## src/rtl/rx_filt_pkg.sv

```systemverilog
package rx_filt_pkg;
  localparam int WORD_W       = 16;
  localparam int ENTRIES      = 4;
  localparam int ENT_WORDS    = 3;
  localparam int HASH_WORDS   = 4;
  localparam int ADDR_W       = WORD_W * ENT_WORDS;
  localparam int HASH_BITS    = HASH_WORDS * WORD_W;
  localparam int HASH_IDX_W   = $clog2(HASH_BITS);
  localparam int WSEL_W       = $clog2(HASH_WORDS);
  localparam int BSEL_W       = $clog2(WORD_W);
  localparam int IDX_W        = $clog2(ENTRIES);
  localparam int CRC_W        = 32;
  // status bit positions
  localparam int ST_BCAST     = 5;
  localparam int ST_MCAST     = 4;
  localparam int ST_HASH      = 3;
  localparam int ST_EXACT     = 2;

  typedef struct packed {
    logic                          ctlWe;
    logic [HASH_WORDS-1:0]         hashWe;
    logic [ENTRIES*ENT_WORDS-1:0]  entWe;
    logic [WORD_W-1:0]             data;
  } cfgStrobe_t;
endpackage

```

## src/rtl/rx_filt_ctrl.sv

```systemverilog
module rx_filt_ctrl
  import rx_filt_pkg::*;
#(
  parameter int CFG_AW       = 6,
  parameter int HASH_BASE    = 1,
  parameter int ENTRY_BASE   = 8,
  parameter int ENTRY_STRIDE = 4
) (
  input  logic              clk,
  input  logic              rst,
  input  logic              cfgWe,
  input  logic [CFG_AW-1:0] cfgAddr,
  input  logic [WORD_W-1:0] cfgWrData,
  output cfgStrobe_t        stb
);
  always_comb begin
    stb.data  = cfgWrData;
    stb.ctlWe = cfgWe && (cfgAddr == '0);
    for (int w = 0; w < HASH_WORDS; w++)
      stb.hashWe[w] = cfgWe && (cfgAddr == CFG_AW'(HASH_BASE + w));
    for (int e = 0; e < ENTRIES; e++)
      for (int k = 0; k < ENT_WORDS; k++)
        stb.entWe[e*ENT_WORDS+k] =
          cfgWe && (cfgAddr == CFG_AW'(ENTRY_BASE + e*ENTRY_STRIDE + k));
  end

  // a write touches at most one register
  p_single_target_r11: assert property (@(posedge clk) disable iff (rst)
    $onehot0({stb.ctlWe, stb.hashWe, stb.entWe}));
  // no strobe without a write request
  p_no_spurious_r11: assert property (@(posedge clk) disable iff (rst)
    !cfgWe |-> ({stb.ctlWe, stb.hashWe, stb.entWe} == '0));
endmodule

```

## src/rtl/rx_filt_datapath.sv

```systemverilog
module rx_filt_datapath
  import rx_filt_pkg::*;
(
  input  logic              clk,
  input  logic              rst,
  input  cfgStrobe_t        stb,
  input  logic              dstValid,
  input  logic [ADDR_W-1:0] dstAddr,
  input  logic [CRC_W-1:0]  dstCrc,
  output logic              resValid,
  output logic              resAccept,
  output logic [WORD_W-1:0] resStatus
);
  logic                                    ctlPromisc, ctlHashEn;
  logic [HASH_WORDS-1:0][WORD_W-1:0]       hashTab;
  logic [ENTRIES-1:0][ENT_WORDS-1:0][WORD_W-1:0] entTab;

  always_ff @(posedge clk) begin
    if (rst) begin
      ctlPromisc <= 1'b0;
      ctlHashEn  <= 1'b0;
      hashTab    <= '0;
      entTab     <= '0;
    end else begin
      if (stb.ctlWe) begin
        ctlPromisc <= stb.data[0];
        ctlHashEn  <= stb.data[1];
      end
      for (int w = 0; w < HASH_WORDS; w++)
        if (stb.hashWe[w]) hashTab[w] <= stb.data;
      for (int e = 0; e < ENTRIES; e++)
        for (int k = 0; k < ENT_WORDS; k++)
          if (stb.entWe[e*ENT_WORDS+k]) entTab[e][k] <= stb.data;
    end
  end

  logic unusedCtlBits;
  assign unusedCtlBits = ^stb.data[WORD_W-1:2];
  logic unusedCrcLow;
  assign unusedCrcLow = ^dstCrc[CRC_W-HASH_IDX_W-1:0];

  // exact-match compare per entry
  logic [ENTRIES-1:0] entHit;
  genvar gi;
  generate
    for (gi = 0; gi < ENTRIES; gi++) begin : g_ent
      logic [ADDR_W-1:0] entAddr;
      assign entAddr   = entTab[gi];
      assign entHit[gi] = (entAddr != '0) && (entAddr == dstAddr);
    end
  endgenerate

  logic [IDX_W-1:0] hitIdx;
  always_comb begin
    hitIdx = '0;
    for (int e = ENTRIES-1; e >= 0; e--)
      if (entHit[e]) hitIdx = IDX_W'(e);
  end

  logic                  isBcast, isMcast, hashHit, exactHit, acceptNext;
  logic [HASH_IDX_W-1:0] hashIdx;
  logic [WSEL_W-1:0]     hashWord;
  logic [BSEL_W-1:0]     hashBit;
  logic [WORD_W-1:0]     statusNext;

  assign isBcast   = &dstAddr;
  assign isMcast   = dstAddr[0] && !isBcast;
  assign hashIdx   = dstCrc[CRC_W-1 -: HASH_IDX_W];
  assign hashWord  = hashIdx[HASH_IDX_W-1 -: WSEL_W];
  assign hashBit   = hashIdx[BSEL_W-1:0];
  assign hashHit   = ctlHashEn && isMcast && hashTab[hashWord][hashBit];
  assign exactHit  = |entHit;
  assign acceptNext = isBcast || exactHit || hashHit || ctlPromisc;

  always_comb begin
    statusNext             = '0;
    statusNext[ST_BCAST]   = isBcast;
    statusNext[ST_MCAST]   = isMcast;
    statusNext[ST_HASH]    = hashHit;
    statusNext[ST_EXACT]   = exactHit;
    statusNext[IDX_W-1:0]  = hitIdx;
  end

  always_ff @(posedge clk) begin
    if (rst) begin
      resValid  <= 1'b0;
      resAccept <= 1'b0;
      resStatus <= '0;
    end else begin
      resValid  <= dstValid;
      resAccept <= dstValid && acceptNext;
      resStatus <= dstValid ? statusNext : '0;
    end
  end

  p_follow_strobe_r2: assert property (@(posedge clk) disable iff (rst)
    dstValid |=> resValid);
  p_quiet_idle_r2: assert property (@(posedge clk) disable iff (rst)
    !resValid |-> (!resAccept && resStatus == '0));
  p_bcast_kept_r3: assert property (@(posedge clk) disable iff (rst)
    (resValid && resStatus[ST_BCAST]) |-> resAccept);
  p_idx_clear_r7: assert property (@(posedge clk) disable iff (rst)
    (resValid && !resStatus[ST_EXACT]) |-> (resStatus[IDX_W-1:0] == '0));
  p_hash_gated_r8: assert property (@(posedge clk) disable iff (rst)
    (dstValid && !ctlHashEn) |=> !resStatus[ST_HASH]);
  p_promisc_all_r9: assert property (@(posedge clk) disable iff (rst)
    (dstValid && ctlPromisc) |=> resAccept);
endmodule

```

## src/rtl/rx_addr_filter.sv

```systemverilog
module rx_addr_filter
  import rx_filt_pkg::*;
#(
  parameter int CFG_AW = 6
) (
  input  logic              clk,
  input  logic              rst,
  input  logic              cfgWe,
  input  logic [CFG_AW-1:0] cfgAddr,
  input  logic [15:0]       cfgWrData,
  input  logic              dstValid,
  input  logic [47:0]       dstAddr,
  input  logic [31:0]       dstCrc,
  output logic              resValid,
  output logic              resAccept,
  output logic [15:0]       resStatus
);
  cfgStrobe_t stb;

  rx_filt_ctrl #(.CFG_AW(CFG_AW)) i_ctrl (
    .clk(clk), .rst(rst), .cfgWe(cfgWe), .cfgAddr(cfgAddr),
    .cfgWrData(cfgWrData), .stb(stb)
  );

  rx_filt_datapath i_dp (
    .clk(clk), .rst(rst), .stb(stb), .dstValid(dstValid),
    .dstAddr(dstAddr), .dstCrc(dstCrc), .resValid(resValid),
    .resAccept(resAccept), .resStatus(resStatus)
  );
endmodule

```

## config.mk

```make
export PLATFORM = sky130hd
export DESIGN_NAME = rx_addr_filter
export DESIGN_NICKNAME = d
export VERILOG_FILES = /design/src/rtl/rx_filt_pkg.sv /design/src/rtl/rx_filt_ctrl.sv /design/src/rtl/rx_filt_datapath.sv /design/src/rtl/rx_addr_filter.sv
export SDC_FILE = /design/constraint.sdc
export NUM_CORES = 1
export LEC_CHECK = 0
export BUFFER_PORTS_ARGS = -buffer_cell sky130_fd_sc_hd__buf_2
export CAP_MARGIN = 25
export CORE_MARGIN = 2
export CORE_UTILIZATION = 55
export DETAILED_ROUTE_END_ITERATION = 7
export HOLD_SLACK_MARGIN = 0.15
export PLACE_DENSITY = 0.75
export SYNTH_ARGS = -nofsm -noshare
export SYNTH_HDL_FRONTEND = slang
export SYNTH_SLANG_ARGS = --single-unit
```

## constraint.sdc

```tcl
create_clock -name clk -period 2.3 [get_ports clk]
set_input_delay 0.46 -clock clk [delete_from_list [all_inputs] [get_ports clk]]
set_output_delay 0.46 -clock clk [all_outputs]
set_load 0.1 [all_outputs]
```

# Yosys cells after proc, flatten, opt, wreduce, memory -nomap -nowiden

Index checks and enable logic that the tools add are counted.

Register bits after elaboration: 276
Input bits: 106
Output and inout bits: 18
Word-level logic and storage cells: 93

Magnitude comparators: 2
Equality and inequality tests: 20
Multiplexer cells: 7
Bitwise gates (word level): 1
Reductions and logical operators: 39

Operators by type and width:

| cell                                                                   | count |
|---|---|
| 48-bit equality test                                                   | 4 |
| 48-bit nonzero test                                                    | 4 |
| 48-bit AND reduction                                                   | 1 |
| 6-bit by 4-bit equality test with 1-bit output (second input constant) | 6 |
| 6-bit by 5-bit equality test with 1-bit output (second input constant) | 6 |
| 16-bit binary-select mux with 2-bit select                             | 1 |
| 1-bit logical AND                                                      | 25 |
| 16-bit two-way mux                                                     | 1 |
| 6-bit by 2-bit equality test with 1-bit output (second input constant) | 2 |
| 4-bit OR reduction                                                     | 2 |
| 6-bit by 1-bit equality test with 1-bit output (second input constant) | 1 |
| 6-bit by 3-bit equality test with 1-bit output (second input constant) | 1 |
| 6-bit logical NOT                                                      | 1 |
| 2-bit two-way mux                                                      | 3 |
| 4-bit by 5-bit < comparator with 1-bit output (second input constant)  | 1 |
| 1-bit binary-select mux with 4-bit select                              | 1 |
| 1-bit logical OR                                                       | 3 |
| 2-bit by 3-bit < comparator with 1-bit output (second input constant)  | 1 |
| 3-bit OR reduction                                                     | 1 |
| 2-bit OR reduction                                                     | 1 |
| 1-bit logical NOT                                                      | 1 |
| 1-bit two-way mux                                                      | 1 |
| 1-bit inverter                                                         | 1 |

# Depth between registers and ports, before layout

Gate-level depths: netlist of the first run.

Word-level depth: 8
Depth in mapped cells: 8
Gate-level depth less buffers: 6

# Hierarchy

A second synthesis of the first run with hierarchy kept.

Cell total of the unflattened synthesis: 1361
Area, all modules: 13128.8 µm²

By module, submodules not included:

| module           | times used | cells each | area each (µm²) | seq. area each (µm²) |
|---|---|---|---|---|
| rx_filt_datapath | 1          | 1314       | 12823.5         | 5325.1 |
| rx_filt_ctrl     | 1          | 47         | 305.3           | 0.0 |

# Least setup slack after synthesis of the first run

OpenSTA, ideal clock, no wires.

Kind: input port to flip-flop
Start point: input dstCrc[30]
End point: register i_dp.resAccept
Setup time: 0.120 ns
Arrival time: 1.823 ns
Data required time: 2.180 ns
Setup slack: 0.358 ns
Stages on the path: 7
Path buffers: 1
Path through: buf_4 > mux4_2 > a311oi_1 > o211ai_1 > nand3_1 > a311oi_2 > a211o_1

Longest elaborated chain between the ends: 8

RTL lines:

| element                                    | RTL line               | text |
|---|---|---|
| from (decl)                                | rx_addr_filter.sv:13   | `input logic [31:0] dstCrc,` |
| 16-bit binary-select mux with 2-bit select | rx_filt_datapath.sv:71 | `assign hashHit = ctlHashEn && isMcast && hashTab[hashWord][hashBit];` |
| 16-bit two-way mux (implied by the code)   | rx_filt_datapath.sv:71 |  |
| 1-bit binary-select mux with 4-bit select  | rx_filt_datapath.sv:71 |  |
| 1-bit two-way mux (implied by the code)    | rx_filt_datapath.sv:71 |  |
| 1-bit logical AND                          | rx_filt_datapath.sv:71 |  |
| 1-bit logical OR (2 in series)             | rx_filt_datapath.sv:73 | `assign acceptNext = isBcast \|\| exactHit \|\| hashHit \|\| ctlPromisc;` |
| 1-bit logical AND                          | rx_filt_datapath.sv:91 | `resAccept <= dstValid && acceptNext;` |
| to (signal assigned)                       | rx_filt_datapath.sv:91 |  |
| to (decl)                                  | rx_filt_datapath.sv:11 | `output logic resAccept,` |

Every way passes these cells. The select of a mux whose other input is x is not followed.
A chain may end at the register's enable or synchronous reset.

# Worst setup path after layout of the first run

Start point: register i_dp.entTab[167] (netlist name)
End point: register i_dp.resAccept

Longest elaborated chain between the ends: 7
Elaborated cells between the ends (all ways): 8
Classes of those cells: eq/ne (1); reduce/logical (7)

RTL lines:

| element                                                     | RTL line               | text |
|---|---|---|
| from (decl)                                                 | rx_filt_datapath.sv:16 | `logic [ENTRIES-1:0][ENT_WORDS-1:0][WORD_W-1:0] entTab;` |
| from (signal, indexed assignment)                           | rx_filt_datapath.sv:33 | `if (stb.entWe[e*ENT_WORDS+k]) entTab[e][k] <= stb.data;` |
| 48-bit equality test or 48-bit nonzero test (tied branches) | rx_filt_datapath.sv:49 | `assign entHit[gi] = (entAddr != '0) && (entAddr == dstAddr);` |
| 1-bit logical AND *                                         | rx_filt_datapath.sv:49 |  |
| 4-bit OR reduction *                                        | rx_filt_datapath.sv:72 | `assign exactHit = \|entHit;` |
| 1-bit logical OR * (3 in series)                            | rx_filt_datapath.sv:73 |  |
| 1-bit logical AND *                                         | rx_filt_datapath.sv:91 |  |

Every way passes the cells marked *; elsewhere a longest branch is shown, timed or not.

==> flow_summary.toml, run 1 <==
[detailed_routing]
wl_mm = 44.1
drc = 0
first_pass_iters = 6
vias = 11300
via_per_inst = 6.06
wl_per_cell_um = 23.7
drt_iter0_drc = 1380
ant_nets = 0

[worst_hold_path]
min_path_cells = 3
hp-class = "in -> reg"

[placement]
place_congestion = 1.01
portBuffers = 87
postPlaceCellArea_mm2 = 0.0135
place_inst = 1804
hpwl_mm = 29.2
dp_slack_ns = 0.0479

[sta]
worstMarginPinSlew_ns = 0.985
setup_viol = 0
fmax_ghz = 0.444
fin_tns_setup_ns = 0
final-hold-violation-count = 0
setup_slack_ns = 0.0472
rsz0062_at_grt = "false"
fin_crit_ns = 2.25
finalClockSkew_ns = 0.0154
drv_slew = 0
finalCritPeriodShare = 0.979
max-slew-margin-rel = 0.343

[synthesis]
yosysWarnings = 0
yosysUniqueCellTypes = 44
synth_cells = 1481
synthFlopType = "dfxtp_1"
syn_area_per_cell_um2 = 8.70
synthArstFlopShare = 0
ys_ff_latch = 266
syn_area_mm2 = 0.0129
synth_seq_area_share = 0.413
synth_enable_flop_cells = 0

[setup_path]
required_ns = 2.74
r2r_cells = 7
crit-reg2reg-launch = "i_dp.entTab[167]"
critPathLaunch = "i_dp.entTab[167]"
cp-start-kind = "flip-flop"
endpoint = "i_dp.resAccept"
regToRegSetupSlack_ns = 0.05
end_kind = "flip-flop"
crit_type = "reg -> reg"
arrival_ns = 2.69
cp_max_fo = 3
r2r-end = "i_dp.resAccept"

[clocking]
cts.sinks = 266
h-tree-depth = 1
path_clk_slew_ns = 0.06
clk-insertion-delay-late_ns = 0.54
cts_tree = "done"
postCtsSetupRepairBufs = 0
clockRootBuffer = "clkbuf_16"
cts_hold_buf = 0
cts.path.max_buffers = 3
cts_buffers = 28

[global_route]
grt_pass1_vias = 10700
grt_max_degree = 180
grt_overflow = 0
antenna_found_initial = 2
track_usage = 0.356
grt_pass1_wl_mm = 65.5

[floorplan]
die_h_um = 157
die-width_um = 157
core_area_mm2 = 0.0233
die_area_mm2 = 0.0247
start_util = 0.554
core.rowCount = 56
io-pin-count = 124

[final_layout]
final_cell_area_mm2 = 0.0145
synthToLayoutAreaGrowth_pct = 12.7
fin_cells = 1858
fillers = 1997
mostFrequentLayoutCell = "nand2_1"
fin_util = 0.625
final_nets = 1621
final_cell_mix = "270 x nand2_1, 266 x dfxtp_1, 192 x xor2_1"
drive_gt1_frac = 0.141

[power]
irDropWorstVdd_mv = 0.792
p_per_area_mw_per_mm2 = 712
power_leakage_nw = 6.05

[flow_run]
maxCapViolCount = 0

[run_status]
status = "complete, no violations"
## metal layers
layer / track usage / share of wire / wire (um) / vias to the layer above
met5: 0 / 0 / 0 / -
met4: 0.165 / 0.057 / 2510 / 0
met3: 0.0870 / 0.13 / 5590 / 168
met2: 0.547 / 0.42 / 18600 / 682
met1: 0.473 / 0.39 / 17400 / 5332
li1: - / - / - / 5077
## registers in the layout (all words and copies together), names as in the netlist
signal	flops
i_dp.entTab	192
i_dp.hashTab	64
i_dp.resStatus	6
i_dp.ctlHashEn	1
i_dp.ctlPromisc	1
i_dp.resAccept	1
i_dp.resValid	1
## metrics by stage
stage | total power, mW | hold WS (ns)
floorplan | 5.29 | 0.433
global placement | 5.59 | 0.438
detailed placement | 5.59 | 0.447
CTS | 10.3 | 0.288
global route | 10.6 | 0.290
finish | 10.3 | 0.316
## cell families after synthesis
logic type                synth area share
and+or+nand+nor                      0.211
xor gates and xnor gates             0.130
buffers and inverters               0.0548
other                             0.000291
muxes                                0.132
AOI/OAI and AO/OA                   0.0581
DFF                                  0.413
## Yosys cell counts (5+ instances only)
library cell / n / share of area
mux4_2: 16 / 0.028
nand2_1: 270 / 0.079
a21oi_1: 131 / 0.051
nor3_1: 6 / 0.0023
nand3_1: 6 / 0.0023
dfxtp_1: 266 / 0.41
nand2b_1: 5 / 0.0024
clkbuf_2: 5 / 0.0019
xor2_1: 192 / 0.13
nor2_1: 134 / 0.039
nand4_1: 36 / 0.017
buf_2: 58 / 0.023
clkbuf_1: 60 / 0.017
nor4_1: 101 / 0.049
buf_4: 16 / 0.0093
mux2i_1: 134 / 0.10
## area by class of cell
class	count	area, um2	area share
clock inverter	11	161	0.0111
tap	319	399	0.0275
antenna	2	5.00	0.000344
timing repair buffer	137	892	0.0614
multi-input combinational	1081	6910	0.476
clock buffer	41	831	0.0572
sequential	266	5330	0.367
inverter	1	3.75	0.000258
## report_power, final
group          switching, mW  total [mW]  internal, mW
clock                   1.85        4.80          2.95
sequential            0.0186        4.65          4.63
combinational          0.673       0.893         0.221
## what timing repair did
item / 4_1_cts / 5_1_grt
resized for setup: 0 / 3
endpoints found under the setup margin: 0 / 1
endpoints found under the hold margin: 0 / 0
## worst min-delay path by stage
| stage | startpoint | to |
|---|---|---|
| 5_1_grt | dstCrc[28] | i_dp.resStatus[3] |
| 3_5_place_dp | i_dp.hashTab[22] | i_dp.hashTab[22] |
| 4_1_cts | dstCrc[28] | i_dp.resStatus[3] |
| 6_report | rst | i_dp.resValid |
| 3_3_place_gp | i_dp.hashTab[28] | i_dp.hashTab[28] |
| 2_1_floorplan | i_dp.hashTab[16] | i_dp.hashTab[16] |
## critical path: stages, from the launching register on
cell     delay, ns
dfxtp_1       0.33
nor4_1        0.38
nand4_1       0.16
nor3_2        0.26
nor4_2        0.09
buf_4         0.16
o41a_1        0.47
a211o_1       0.28
No activity file was read; power rests on OpenSTA's default activity.
==> run 2, diff against run 1 <==
--- a/config.mk
+++ b/config.mk
@@ -8,10 +8,10 @@
 export BUFFER_PORTS_ARGS = -buffer_cell sky130_fd_sc_hd__buf_2
 export CAP_MARGIN = 25
 export CORE_MARGIN = 2
-export CORE_UTILIZATION = 55
+export CORE_UTILIZATION = 60
 export DETAILED_ROUTE_END_ITERATION = 7
 export HOLD_SLACK_MARGIN = 0.15
-export PLACE_DENSITY = 0.75
+export PLACE_DENSITY = 0.81
 export SYNTH_ARGS = -nofsm -noshare
 export SYNTH_HDL_FRONTEND = slang
 export SYNTH_SLANG_ARGS = --single-unit
==> run 2 against run 1 <==
Combinational power rose by 3.4%. Final cell count down 2.3%. First-iteration DRC count up 19%. Worst setup slack worse by 0.015 ns. Register-to-register slack is essentially flat. Sequential share of layout area up 0.11 points. Design area fell by 0.29%. Hold slack lost 0.049 ns. Clock skew up 0.0099 ns. Critical endpoint unchanged. Largest power group unchanged.
==> flow_summary.toml, run 2 (same netlist as run 1, synthesis figures left out) <==
[sta]
worstMarginPinSlew_ns = 1.30
drv_slew = 0
hold_ws_ns = 0.267
finalClockSkew_ns = 0.0253
fmax_ghz = 0.441
finalCritPeriodShare = 0.986
setup_viol = 0
max-slew-margin-rel = 0.131
final-hold-violation-count = 0
setup_slack_ns = 0.0323
fin_crit_ns = 2.27

[clocking]
clk-insertion-delay-late_ns = 0.56
path_clk_slew_ns = 0.06
cts_tree = "done"
cts_buffers = 28
postCtsSetupRepairBufs = 0
cts.path.max_buffers = 3
clockRootBuffer = "clkbuf_16"
cts.sinks = 266
h-tree-depth = 1
cts_resized = 0
cts_hold_buf = 0

[detailed_routing]
ant_nets = 0
wl_mm = 43.8
via_per_inst = 6.49
first_pass_iters = 6
drt_iter0_drc = 1643
wl_per_cell_um = 24.1
drc = 0
vias = 11800

[floorplan]
die-width_um = 151
die_area_mm2 = 0.0227
start_util = 0.611
die_h_um = 151
core.rowCount = 53
io-pin-count = 124
core_area_mm2 = 0.0211

[final_layout]
mostFrequentLayoutCell = "nand2_1"
final_nets = 1621
largest_reg_flops = 192
final_cell_area_mm2 = 0.0145
regMostFlops = "i_dp.entTab"
drive_gt1_frac = 0.141
fin_cells = 1815
synthToLayoutAreaGrowth_pct = 12.4
biggestRegsByFlops = "i_dp.entTab x192, i_dp.hashTab x64, i_dp.resStatus x6"
final_cell_mix = "270 x nand2_1, 266 x dfxtp_1, 192 x xor2_1"
fillers = 1583
fin_util = 0.687

[placement]
postPlaceCellArea_mm2 = 0.0135
hpwl_mm = 27.4
portBuffers = 87
dp_slack_ns = -0.0184
place_inst = 1760
place_congestion = 1.07

[setup_path]
crit_type = "reg -> reg"
arrival_ns = 2.70
required_ns = 2.73
r2r_cells = 6
crit-reg2reg-launch = "i_dp.entTab[120]"
endpoint = "i_dp.resAccept"
critPathLaunch = "i_dp.entTab[120]"
regToRegSetupSlack_ns = 0.03
r2r-end = "i_dp.resAccept"
end_kind = "flip-flop"
cp_max_fo = 3
cp-start-kind = "flip-flop"

[global_route]
grt_pass1_wl_mm = 64.9
antenna_found_initial = 3
grt_overflow = 0
grt_max_degree = 259
grt_pass1_vias = 11200
track_usage = 0.381

[worst_hold_path]
hp-class = "in -> reg"

[flow_run]
maxCapViolCount = 0

[power]
p_per_area_mw_per_mm2 = 719
irDropWorstVdd_mv = 0.479
power_leakage_nw = 6.05

[run_status]
status = "complete, no violations"
-- run 2: final cells by class --
class	count	area (um2)	area share
inverter	1	3.75	0.000259
timing repair buffer	137	917	0.0633
clock inverter	13	180	0.0124
antenna	3	7.51	0.000518
tap	275	344	0.0238
clock buffer	39	803	0.0554
multi-input combinational	1081	6910	0.477
sequential	266	5330	0.368
-- run 2: report_power, final --
group          switching (mW)  internal [mW]
Combinational           0.688          0.235
Clock                    1.95           2.89
Sequential             0.0185           4.63
Total                    2.66           7.75
-- run 2: critical path, cell delays in order, from the launching register on --
cell and delay (ns):
dfxtp_1 0.35, nor4_1 0.48, nand4_1 0.19, nor3_2 0.21, nor4_1 0.10, o41a_1 0.51
a211o_1 0.29
-- run 2: how the worst min path moves through the flow --
stage	from	slack, ns	end	depth (start not counted)
floorplan	i_dp.hashTab[16]	0.43	i_dp.hashTab[16]	2
global placement	i_dp.hashTab[25]	0.44	i_dp.hashTab[25]	2
detailed placement	i_dp.hashTab[39]	0.44	i_dp.hashTab[39]	2
CTS	dstCrc[28]	0.24	i_dp.resStatus[3]	2
global route	dstCrc[28]	0.25	i_dp.resStatus[3]	2
finish	dstCrc[28]	0.27	i_dp.resStatus[3]	2
-- run 2: metrics by stage --
step                total power [mW]  setup TNS (ns)
floorplan                       5.29               0
global placement                5.59         -0.0127
detailed placement              5.60         -0.0184
CTS                             10.3               0
global route                    10.6        -0.00919
finish                          10.4               0
-- run 2: layer usage --
metal | share of wire | vias up | global-route usage
li1 | - | 5082 | -
met5 | 0 | - | 0
met1 | 0.35 | 5521 | 0.477
met3 | 0.15 | 292 | 0.118
met2 | 0.42 | 879 | 0.568
met4 | 0.079 | 0 | 0.247
==> run 3, diff against run 2 <==
--- a/config.mk
+++ b/config.mk
@@ -11,7 +11,7 @@
 export CORE_UTILIZATION = 60
 export DETAILED_ROUTE_END_ITERATION = 7
 export HOLD_SLACK_MARGIN = 0.15
-export PLACE_DENSITY = 0.81
+export PLACE_DENSITY_LB_ADDON = 0.12
 export SYNTH_ARGS = -nofsm -noshare
 export SYNTH_HDL_FRONTEND = slang
 export SYNTH_SLANG_ARGS = --single-unit
==> run 3 against run 2 <==
Utilization is 0.39 points lower. Highest routed layer unchanged. Worst setup slack better by 0.019 ns. Total power is 3.8% lower.
==> flow_summary.toml, run 3 (same netlist as run 1, synthesis figures left out) <==
[sta]
fmax_ghz = 0.445
final-hold-violation-count = 0
finalCritPeriodShare = 0.978
hold_ws_ns = 0.249
finalClockSkew_ns = 0.00938
drv_slew = 0
setup_viol = 0
fin_tns_setup_ns = 0
fin_crit_ns = 2.25
worstMarginPinSlew_ns = 0.720
rsz0062_at_grt = "false"
max-slew-margin-rel = 0.520

[worst_hold_path]
hold_start = "dstCrc[28]"
min_path_cells = 2
hp-class = "in -> reg"
min_to = "i_dp.resStatus[3]"

[final_layout]
final_nets = 1618
mostFrequentLayoutCell = "nand2_1"
largest_reg_flops = 192
regMostFlops = "i_dp.entTab"
drive_gt1_frac = 0.140
final_cell_mix = "270 x nand2_1, 266 x dfxtp_1, 192 x xor2_1"
synthToLayoutAreaGrowth_pct = 11.7
diodes = 0
biggestRegsByFlops = "i_dp.entTab x192, i_dp.hashTab x64, i_dp.resStatus x6"

[floorplan]
start_util = 0.611
core.rowCount = 53
die_area_mm2 = 0.0227
io-pin-count = 124
core_area_mm2 = 0.0211
die-width_um = 151
die_h_um = 151

[power]
power_mw = 10.0
irDropWorstVdd_mv = 0.620
power_leakage_nw = 6.02
p_per_area_mw_per_mm2 = 695

[global_route]
grt_pass1_wl_mm = 63.3
track_usage = 0.379
antenna_found_initial = 0
grt_overflow = 0
grt_max_degree = 153
grt_pass1_vias = 10400

[clocking]
cts_hold_buf = 0
cts.sinks = 266
clockRootBuffer = "clkbuf_16"
path_clk_slew_ns = 0.06
clk-insertion-delay-late_ns = 0.55
cts_tree = "done"
cts.path.max_buffers = 3
cts_buffers = 28
h-tree-depth = 1

[setup_path]
r2r_cells = 7
cp_max_fo = 3
arrival_ns = 2.69
r2r-end = "i_dp.resAccept"
end_kind = "flip-flop"
regToRegSetupSlack_ns = 0.05
crit_type = "reg -> reg"
crit-reg2reg-launch = "i_dp.entTab[162]"
required_ns = 2.74
cp-start-kind = "flip-flop"

[detailed_routing]
ant_nets = 0
vias = 11100
first_pass_iters = 7
wl_per_cell_um = 24.0
via_per_inst = 6.16
drc = 0
wl_mm = 43.4
drt_iter0_drc = 1234

[placement]
hpwl_mm = 28.6
portBuffers = 87
place_congestion = 0.970

[run_status]
status = "complete, no violations"

[flow_run]
maxCapViolCount = 0
[run 3: cell types whose count changed in the layout (fill, tap and decap cells not counted), moves of 2 or more]
cell,previous run,this run
diode_2,3,0
bufinv_16,4,1
clkinv_2,5,11
buf_4,42,38
clkbuf_8,4,6
clkbuf_1,6,4
clkinv_4,3,1
[run 3: metrics by stage]
step	setup slack, ns	instances	util	cell area (um2)
finish	0.0515	1809	0.683	14400
global route	0.00253	1809	0.683	14400
CTS	0.0616	1808	0.681	14400
detailed placement	0.0166	1756	0.638	13500
global placement	0.0281	1756	0.638	13500
floorplan	0.358	1490	-	12900
[run 3: cell type report]
type	count	area, um2
multi-input combinational	1081	6900
fill	1774	6680
sequential	266	5330
timing repair buffer	134	915
clock buffer	39	823
tap	275	344
clock inverter	13	93.8
inverter	1	3.75
[run 3: worst max-delay path, cell delays in order (launching register included)]
cell and delay [ns]:
dfxtp_1 0.34, nor4_1 0.39, nand4_1 0.17, nor3_2 0.23
nor4_2 0.08, buf_4 0.16, o41a_1 0.47, a211o_1 0.28
[run 3: how the worst max path moves through the flow]
stage / start / to / slack (ns) / cells past startpoint
final: i_dp.entTab[162] / i_dp.resAccept / 0.05 / 7
after CTS: i_dp.entTab[168] / i_dp.resAccept / 0.06 / 7
after global routing: i_dp.entTab[162] / i_dp.resAccept / 0.003 / 7
after detailed placement: dstAddr[28] / i_dp.resAccept / 0.02 / 8
after floorplan: dstCrc[30] / i_dp.resAccept / 0.36 / 7
after global placement: dstAddr[0] / i_dp.resAccept / 0.03 / 8
[run 3: timing repair]
| item | in CTS | in global routing |
|---|---|---|
| resized for setup | 0 | 1 |
| setup endpoints to repair | 0 | 1 |
| setup buffers | 0 | 0 |
[run 3: layer usage]
layer,wire [um],GRT usage,up-vias
met5,0,0,-
met1,17600,0.533,5223
met2,18200,0.563,679
li1,-,-,5066
met4,2380,0.169,0
met3,5200,0.0776,172
[run 3: where the power goes]
group / switching [mW] / internal [mW] / total, mW
combinational: 0.667 / 0.222 / 0.889
sequential: 0.0183 / 4.63 / 4.65
clock: 1.88 / 2.60 / 4.48
total: 2.56 / 7.45 / 10.0
